$ cat config.mk
export PLATFORM = sky130hd
export DESIGN_NAME = ir_pd_decoder
export DESIGN_NICKNAME = d
export VERILOG_FILES = /design/src/rtl/ir_pd_pkg.sv /design/src/rtl/ir_sat_add.sv /design/src/rtl/ir_code_check.sv /design/src/rtl/ir_pd_decoder.sv
export SDC_FILE = /design/constraint.sdc
export NUM_CORES = 1
export LEC_CHECK = 0
export BUFFER_PORTS_ARGS = -buffer_cell sky130_fd_sc_hd__buf_2
export CORE_MARGIN = 2
export CORE_UTILIZATION = 67
export CTS_BUF_LIST = sky130_fd_sc_hd__clkbuf_4 sky130_fd_sc_hd__clkbuf_8
export CTS_CLUSTER_DIAMETER = 150
export DETAILED_ROUTE_END_ITERATION = 10
export GPL_TIMING_DRIVEN = 0
export PLACE_DENSITY = 0.88
export SYNTH_ARGS = -nofsm -noshare
export SYNTH_HDL_FRONTEND = slang
export SYNTH_SLANG_ARGS = --single-unit
$ cat constraint.sdc
create_clock -name clk -period 4.65 [get_ports clk]
set_input_delay 0.93 -clock clk [delete_from_list [all_inputs] [get_ports clk]]
set_output_delay 0.93 -clock clk [all_outputs]
set_load 0.005 [all_outputs]
$ cat src/rtl/ir_pd_pkg.sv
package ir_pd_pkg;
    localparam int CODE_W = 32;

    typedef enum logic [2:0] {
        PH_LEAD_MARK,
        PH_LEAD_SPACE,
        PH_BIT_MARK,
        PH_BIT_SPACE,
        PH_DONE,
        PH_FAIL
    } ir_phase_e;
endpackage

$ cat src/rtl/ir_sat_add.sv
module ir_sat_add #(
    parameter int W = 12
) (
    input  logic [W-1:0] a,
    input  logic [W-1:0] b,
    output logic [W-1:0] y
);
    logic [W:0] full;

    always_comb begin
        full = {1'b0, a} + {1'b0, b};
        y    = full[W] ? {W{1'b1}} : full[W-1:0];
    end
endmodule

$ cat src/rtl/ir_code_check.sv
module ir_code_check #(
    parameter int CODE_W = 32
) (
    input  logic [CODE_W-1:0] code,
    output logic              ok
);
    localparam int BYTE_W = 8;
    localparam int CMD_LO = CODE_W - 2 * BYTE_W;
    localparam int INV_LO = CODE_W - BYTE_W;

    logic [BYTE_W-1:0] cmd_byte;
    logic [BYTE_W-1:0] inv_byte;

    always_comb begin
        cmd_byte = code[CMD_LO +: BYTE_W];
        inv_byte = code[INV_LO +: BYTE_W];
        ok       = ((cmd_byte ^ inv_byte) == {BYTE_W{1'b1}});
    end
endmodule

$ cat src/rtl/ir_pd_decoder.sv
module ir_pd_decoder #(
    parameter int ACC_W          = 12,
    parameter int LEAD_MARK_MIN  = 80,
    parameter int LEAD_SPACE_MIN = 40,
    parameter int DATA_MARK_MAX  = 26,
    parameter int SPACE_ONE_MIN  = 26,
    parameter int DATA_SPACE_MAX = 53
) (
    input  logic        clk,
    input  logic        rst_n,
    input  logic        in_valid,
    input  logic [7:0]  in_data,
    input  logic        in_last,
    output logic        in_ready,
    output logic [31:0] out_code,
    output logic        out_valid,
    output logic        out_err
);
    import ir_pd_pkg::*;

    localparam int                 BIT_W     = $clog2(CODE_W);
    localparam logic [ACC_W-1:0]   PRESET    = ACC_W'(LEAD_MARK_MIN);
    localparam logic [ACC_W-1:0]   TH_LMARK  = ACC_W'(LEAD_MARK_MIN);
    localparam logic [ACC_W-1:0]   TH_LSPACE = ACC_W'(LEAD_SPACE_MIN);
    localparam logic [ACC_W-1:0]   TH_DMARK  = ACC_W'(DATA_MARK_MAX);
    localparam logic [ACC_W-1:0]   TH_ONE    = ACC_W'(SPACE_ONE_MIN);
    localparam logic [ACC_W-1:0]   TH_DSPACE = ACC_W'(DATA_SPACE_MAX);
    localparam logic [BIT_W-1:0]   LAST_BIT  = BIT_W'(CODE_W - 1);

    typedef struct packed {
        ir_phase_e          ph;
        logic [ACC_W-1:0]   acc;
        logic [BIT_W-1:0]   nbit;
        logic [CODE_W-1:0]  code;
        logic [CODE_W-1:0]  out_code;
        logic               out_valid;
        logic               out_err;
    } dec_state_t;

    dec_state_t q, step, d;

    ir_phase_e          ph_q;
    logic [ACC_W-1:0]   acc_q;
    logic               is_mark;
    logic               take;
    logic [ACC_W-1:0]   run_len;
    logic [ACC_W-1:0]   acc_sum;
    logic               code_ok;

    assign ph_q     = q.ph;
    assign acc_q    = q.acc;
    assign in_ready = 1'b1;
    assign take     = in_valid && in_ready;
    assign is_mark  = in_data[7];
    assign run_len  = ACC_W'(in_data[6:0]) + ACC_W'(1);

    ir_sat_add #(.W(ACC_W)) u_sum (
        .a (q.acc),
        .b (run_len),
        .y (acc_sum)
    );

    ir_code_check #(.CODE_W(CODE_W)) u_chk (
        .code (step.code),
        .ok   (code_ok)
    );

    // Advance the frame parser by one run-length byte.
    always_comb begin
        step = q;
        step.out_valid = 1'b0;
        step.out_err   = 1'b0;
        if (take) begin
            unique case (q.ph)
                PH_LEAD_MARK: begin
                    if (is_mark) begin
                        step.acc = acc_sum;
                    end else if (q.acc > TH_LMARK) begin
                        step.ph  = PH_LEAD_SPACE;
                        step.acc = run_len;
                    end else begin
                        step.acc = '0;
                    end
                end
                PH_LEAD_SPACE: begin
                    if (!is_mark) begin
                        step.acc = acc_sum;
                    end else if (q.acc > TH_LSPACE) begin
                        step.ph   = PH_BIT_MARK;
                        step.acc  = run_len;
                        step.nbit = '0;
                        step.code = '0;
                    end else begin
                        step.acc = '0;
                    end
                end
                PH_BIT_MARK: begin
                    if (is_mark) begin
                        step.acc = acc_sum;
                    end else if (q.acc > TH_DMARK) begin
                        step.ph = PH_FAIL;
                    end else begin
                        step.ph  = PH_BIT_SPACE;
                        step.acc = run_len;
                    end
                end
                PH_BIT_SPACE: begin
                    if (!is_mark) begin
                        step.acc = acc_sum;
                    end else if (q.acc > TH_DSPACE) begin
                        step.ph = PH_FAIL;
                    end else begin
                        step.code[q.nbit] = (q.acc > TH_ONE);
                        step.nbit         = q.nbit + BIT_W'(1);
                        step.acc          = run_len;
                        step.ph           = (q.nbit == LAST_BIT) ? PH_DONE : PH_BIT_MARK;
                    end
                end
                default: begin
                end
            endcase
        end
    end

    // Packet end: publish the result and rearm leader search.
    always_comb begin
        d = step;
        if (take && in_last) begin
            if (step.ph == PH_DONE && code_ok) begin
                d.out_valid = 1'b1;
                d.out_code  = step.code;
            end else begin
                d.out_err  = 1'b1;
                d.out_code = '1;
            end
            d.ph   = PH_LEAD_MARK;
            d.acc  = PRESET;
            d.nbit = '0;
            d.code = '0;
        end
    end

    always_ff @(posedge clk) begin
        if (!rst_n) begin
            q.ph        <= PH_LEAD_MARK;
            q.acc       <= PRESET;
            q.nbit      <= '0;
            q.code      <= '0;
            q.out_code  <= '0;
            q.out_valid <= 1'b0;
            q.out_err   <= 1'b0;
        end else begin
            q <= d;
        end
    end

    assign out_code  = q.out_code;
    assign out_valid = q.out_valid;
    assign out_err   = q.out_err;
endmodule

* After elaboration in Yosys (flattened, before gate mapping)
Index checks and enable logic that the tools add are counted.
** Word-level totals
- Input bits :: 12
- Word-level logic and storage cells :: 70
- Flip-flop bits (word level) :: 86
** Operators by class
- Mux-type cells :: 30
- Bitwise logic cells :: 2
- $add $sub $neg :: 3
- Equality and inequality tests :: 12
- Magnitude comparators :: 6
- Reduce and logical (&&, ||, !) cells :: 10
** Operators with widths (count)
- $mux W37 :: 3
- $pmux W37 S2 :: 1
- $mux W12 :: 6
- $pmux W15 S4 :: 1
- $mux W52 :: 1
- $mux W49 :: 1
- $bwmux W32 :: 1
- $mux W32 :: 1
- $mux W3 :: 9
- $gt A12 B6 Y1 const B :: 2
- $mux W8 :: 2
- $add A12 B8 Y13 :: 1
- $gt A12 B5 Y1 const B :: 1
- $gt A12 B7 Y1 const B :: 1
- $add A7 B1 Y8 const B :: 1
- $eq A8 B8 Y1 const B :: 1
- $ne A2 B2 Y1 const B :: 4
- $xor A8 B8 Y8 :: 1
- $eq A3 B2 Y1 const B :: 2
- $lt A5 B6 Y1 const B :: 1
- $ne A3 B3 Y1 const B :: 2
- $reduce_and A6 Y1 :: 1
- $add A5 B1 Y5 const B :: 1
- $demux W1 S5 :: 1
- 13 further kinds :: 17

* Longest topological paths before layout
- Word-level depth :: 13
- Depth in mapped cells :: 12
- Gate-level depth less buffers :: 11

* Cells and area by module
From an unflattened synthesis, not the netlist that was laid out.
** Second synthesis, totals
- Cells, all modules :: 673
- Area, all modules :: 5585.4 µm²
** By module, submodules not included
- ir_pd_decoder :: times used 1, area an instance 4911.0 µm², cells each 583, seq. area each 1721.7 µm²
- ir_sat_add :: times used 1, area an instance 588.1 µm², cells each 79, seq. area each 0.0 µm²
- ir_code_check :: times used 1, area an instance 86.3 µm², cells each 11, seq. area each 0.0 µm²

* Worst setup path before layout
OpenSTA, ideal clock, no wires.
- Path type :: input -> register
- Start point :: input in_valid
- End point :: register, netlist name out_code[23]
- Arrival :: 3247 ps
- Library setup time :: 135 ps
- Setup slack :: 1269 ps
- Path buffers :: 2
- Stages on the path :: 10
- Cells stage by stage :: nand4b_2 -> a211o_4 -> clkbuf_1 -> nor4_1 -> a211oi_2 -> xnor2_1 -> or4_4 -> nor4_4 -> buf_6 -> a21oi_2
** On the way
- Cells in the longest elaborated chain, start to end :: 5
- Elaborated cells between the ends (all ways) :: 7
- Those cells by class :: eq/ne: 2; mux: 2; bitwise: 1; reduce/logical: 2
** Ends and longest elaborated chain
- start: declaration :: line ir_pd_decoder.sv:11 : input logic in_valid,
- $mux W52 :: line ir_pd_decoder.sv:73 : if (take) begin
- $xor A8 B8 Y8 :: line ir_code_check.sv:17 : ok = ((cmd_byte ^ inv_byte) == {BYTE_W{1'b1}});
- $eq A8 B8 Y1 :: line ir_code_check.sv:17
- $logic_and A1 B1 Y1 :: line ir_pd_decoder.sv:129 : if (step.ph == PH_DONE && code_ok) begin
- $mux W32 :: line ir_pd_decoder.sv:129
Parallel ways exist; a longest one is shown, timed or not.
A chain may end at the register's enable or synchronous reset.

* Final worst setup path
- Start point :: input in_data[7]
- End point :: register, netlist name out_code[31]
** On the way
- Cells in the longest elaborated chain, start to end :: 7
- Elaborated cells between the ends (all ways) :: 14
- Those cells by class :: eq/ne: 2; mux: 10; bitwise: 1; reduce/logical: 1
** Ends and longest elaborated chain
- start: declaration :: line ir_pd_decoder.sv:12 : input logic [7:0] in_data,
- $mux W37, on equally long branches :: line ir_pd_decoder.sv:108, ir_pd_decoder.sv:86
- $pmux W37 S2 :: line ir_pd_decoder.sv:74 : unique case (q.ph)
- $mux W52 (*) :: line ir_pd_decoder.sv:73
- $xor A8 B8 Y8 :: line ir_code_check.sv:17
- $eq A8 B8 Y1 :: line ir_code_check.sv:17
- $logic_and A1 B1 Y1 :: line ir_pd_decoder.sv:129
- $mux W32 (*) :: line ir_pd_decoder.sv:129
Every way passes the cells marked *; elsewhere a longest branch is shown, timed or not. The select of a mux whose other input is x is not followed.

==> impl_summary.log <==
[metrics] run status: complete, no violations
[metrics] highest clock rate: 265.5 MHz
[metrics] via total after detailed routing: 4679
[metrics] Antenna diodes: 0
[metrics] Power per Cell Area: 276.8 nW/µm²
[metrics] clock tree from TritonCTS: yes
[metrics] Pleak: 2.202 nW
[metrics] clock network fraction of design power: 33.1%
[metrics] type of the worst setup path: primary input to flop
[metrics] Max FO, Critical Path: 10
[metrics] area of combinational cells with multiple inputs: 2883 µm²
[metrics] number of distinct library cells after synthesis: 71
[metrics] CTS clk-pin slew, worst paths: 0.09 ns
[metrics] maximum count of clock buffers along a single path: 2
[metrics] switching share of power: 29.57%
[metrics] count of port buffers added during placement: 45
[metrics] Num Clock Sinks: 86
[metrics] prevailing post-synth register cell: dfxtp_1
[metrics] CTS root buf: clkbuf_8
[metrics] post-DR vias/cell: 6.239
[metrics] power share of the sequential group: 50.4%
[metrics] antenna viol nets, final: 0
[metrics] average detailed-routed wire length per instance: 16.45 µm
[metrics] share of synthesized area occupied by flip-flops and latches: 33.87%
[metrics] number of violations of the max-capacitance limit: 0
[metrics] Area growth syn-to-layout: 10.59%
[metrics] Critical Path Source Type: primary input
[metrics] routed wl met2: 5761 µm
[metrics] hold buffer count at cts: 0
[metrics] net count after synthesis: 617
[metrics] hold violation total from the final report: 0
[metrics] Worst IR Drop VDD: 0.1594 mV
[metrics] number of buffers inserted during clock tree synthesis: 9
[metrics] category of the worst setup path capture point: flop
[metrics] Fin Setup TNS: 0 ns
[metrics] Final Hold Slack: 0.5241 ns
[metrics] height of the die: 91.10 µm
[metrics] Resize count post-CTS: 0
[metrics] gr ovfl total: 0
[metrics] Cell Area, Synth: 5082 µm²
[metrics] fraction of layout cells with a size suffix above 1: 25.81%
[metrics] clk_lat worst skew: 0.37 ns
[metrics] path type of the worst min-delay path: flop to flop
[metrics] final setup violation count: 0
[metrics] Power Total: 1.556 mW
[metrics] aggregate routed wire length: 12340 µm
[metrics] NumNets Final: 673
[metrics] final clock skew: 0.01027 ns
[metrics] Worst Max-Slew Pin Slew: 1.300 ns
[metrics] H-Tree Depth: 3
[metrics] minimum period implied by the final worst setup slack: 3.767 ns
[metrics] instance count of the mapped netlist: 590
[metrics] Data required, critical path: 4.88 ns
[metrics] post-detail-place hpwl: 8877 µm
[metrics] Slew headroom: 12.56%
[metrics] Post-Place Setup Slack: 0.5916 ns
[metrics] count of unresolved DRC violations after routing: 0
[metrics] length of routed met3 wiring: 863 µm
[metrics] fraction of power consumed by combinational cells: 16.5%
[metrics] Post-Syn Area per Cell: 8.614 µm²
[metrics] Die Area: 8298 µm²
[metrics] GRT Total Usage: 30.59%
[metrics] arrival time worst endpoint: 4.00 ns
[metrics] Initial Utilization: 69.70%
[metrics] unrepaired setup endpoints after global routing: no
[metrics] violation count after the first detailed-route iteration: 319
[metrics] wire length of the first global-routing pass: 20730 µm
[metrics] top sig layer: met4
[metrics] setup ws final: 0.8829 ns
[metrics] metal1 wirelength: 5407 µm
[metrics] Seq cells post-synth: 86
[metrics] antenna violations before repair: 0
[metrics] vias in the first global route: 4371
[metrics] number of enable-type register cells in the synthesized netlist: 0
[metrics] fill cell instance count of the final layout: 543
[metrics] number of warnings issued by yosys: 0
[metrics] number of placement rows: 31
[metrics] max-slew violations: 0
[metrics] total setup buffers inserted after CTS: 0
[metrics] net switching power: 0.4600 mW
[metrics] routability congestion estimate: 0.9443
[metrics] maximum number of pins on one net before global-route repair: 16
[metrics] number of top-level pins: 47
[metrics] fraction of synthesis flops using an asynchronous set or reset pin: 0%
[metrics] length of the first detailed-routing pass in iterations: 5
[metrics] portion of the clock cycle consumed by the worst path in the final layout: 81.01%
[metrics] internal power: 1.096 mW
[metrics] Core Area: 7292 µm²
[metrics] Horiz. Die Dim: 91.10 µm
[metrics] total area of sequential cells: 1722 µm²
-- kinds of logic after synthesis --
kind of cell | after synthesis | share of synthesized area [%]
xor gates and xnor gates | 21 | 3.619
muxes | 2 | 0.3939
DFF | 86 | 33.87
buffers and inverters | 76 | 9.404
and+or+nand+nor | 165 | 16.99
adders and majority gates | 15 | 3.841
AOI/OAI and AO/OA | 224 | 31.81
other | 1 | 0.07378
-- power groups by stage --
stage          Combinational [mW]  Clock (mW)  Sequential, mW
2_1_floorplan               0.189           0           0.795
3_3_place_gp                0.245           0           0.799
3_5_place_dp                0.253           0           0.801
4_1_cts                     0.254       0.509           0.784
5_1_grt                     0.286       0.544           0.789
6_report                    0.257       0.514           0.784
-- cell usage after synthesis, types with 7 or more instances --
master	number	area share, %
a21boi_0	9	1.3
a21oi_2	31	5.3
inv_1	9	0.66
a21oi_1	22	2.2
nor3_1	8	0.79
and3_1	8	0.98
xor2_1	9	1.6
nor4_1	14	1.7
ha_1	14	3.4
buf_4	34	5.0
o21ai_0	76	7.5
a211oi_1	7	1.0
nand2_1	33	2.4
dfxtp_1	86	34
a31oi_1	13	1.6
a22oi_1	8	1.2
and2_1	7	0.86
clkbuf_1	23	1.7
a211oi_2	11	2.7
xnor2_1	12	2.1
nor2_1	60	4.4
o311a_1	7	1.4
-- layout by cell type, fill, tap and decap left out, types with 3 or more instances in the layout --
master     instances
nor2b_1            4
o211a_1            6
nand3_1            6
a21oi_2           31
buf_2             46
nor4_1            14
a31oi_1           13
clkbuf_8          13
nor2_1            60
dfxtp_1           86
a22oi_1            8
buf_6              4
o311a_1            7
a21o_1             5
a21boi_0           9
nor3_1             8
and2_1             7
inv_1              9
a211oi_2          11
o2111ai_1          3
nand2_1           33
o21a_1             3
xor2_1             9
a21oi_1           22
a211oi_1           7
nor4b_1            4
a2111oi_0          4
xnor2_1           12
clkbuf_1          23
o311a_2            3
o21ai_0           76
ha_1              14
buf_4             34
and3_1             8
-- worst max-delay path: stages --
cell,delay (ns)
buf_2,0.12
clkbuf_8,0.16
nor4bb_1,0.32
o211ai_1,0.36
o211a_1,0.33
a211oi_1,0.58
xor2_1,0.24
o211ai_2,0.18
nor4_4,0.43
buf_6,0.27
a21oi_2,0.07
-- metal layers --
metal | up-vias | global-route usage [%]
li1 | 2251 | -
met1 | 2202 | 39.86
met2 | 193 | 49.75
met3 | 33 | 6.888
met4 | 0 | 10.98
met5 | - | 0
-- through the flow --
stage / std cells / utilization [%] / cell area, µm²
2_1_floorplan: 590 / - / 5082
3_3_place_gp: 734 / 74.49 / 5431
3_5_place_dp: 734 / 74.49 / 5431
4_1_cts: 750 / 77.08 / 5620
5_1_grt: 750 / 77.08 / 5620
6_report: 750 / 77.08 / 5620
-- worst paths after layout --
| path | from | endpoint | cells past startpoint | slack (ns) |
|---|---|---|---|---|
| worst max-delay path | in_data[7] | out_code[31] | 11 | 0.88 |
| worst min-delay path | q[40] | q[40] | 2 | 0.52 |
| worst max register to register | acc_q[11] | out_code[31] | 11 | 0.97 |
| worst min register to register | q[40] | q[40] | 2 | 0.52 |
-- final cells by class --
cell class,instances,share of cell area [%]
tap,99,2.204
sequential,86,30.63
multi-input combinational,428,51.29
buffer,67,7.903
inverter,9,0.6011
timing repair buffer,45,4.007
clock buffer,11,2.582
clock inverter,5,0.7792
-- flip-flops by register name, summed over array words and instances, names as in the netlist --
signal	cells
q	37
out_code	32
out_err	1
out_valid	1
ph_q	3
acc_q	12
Power figures use the tool's default switching activity.
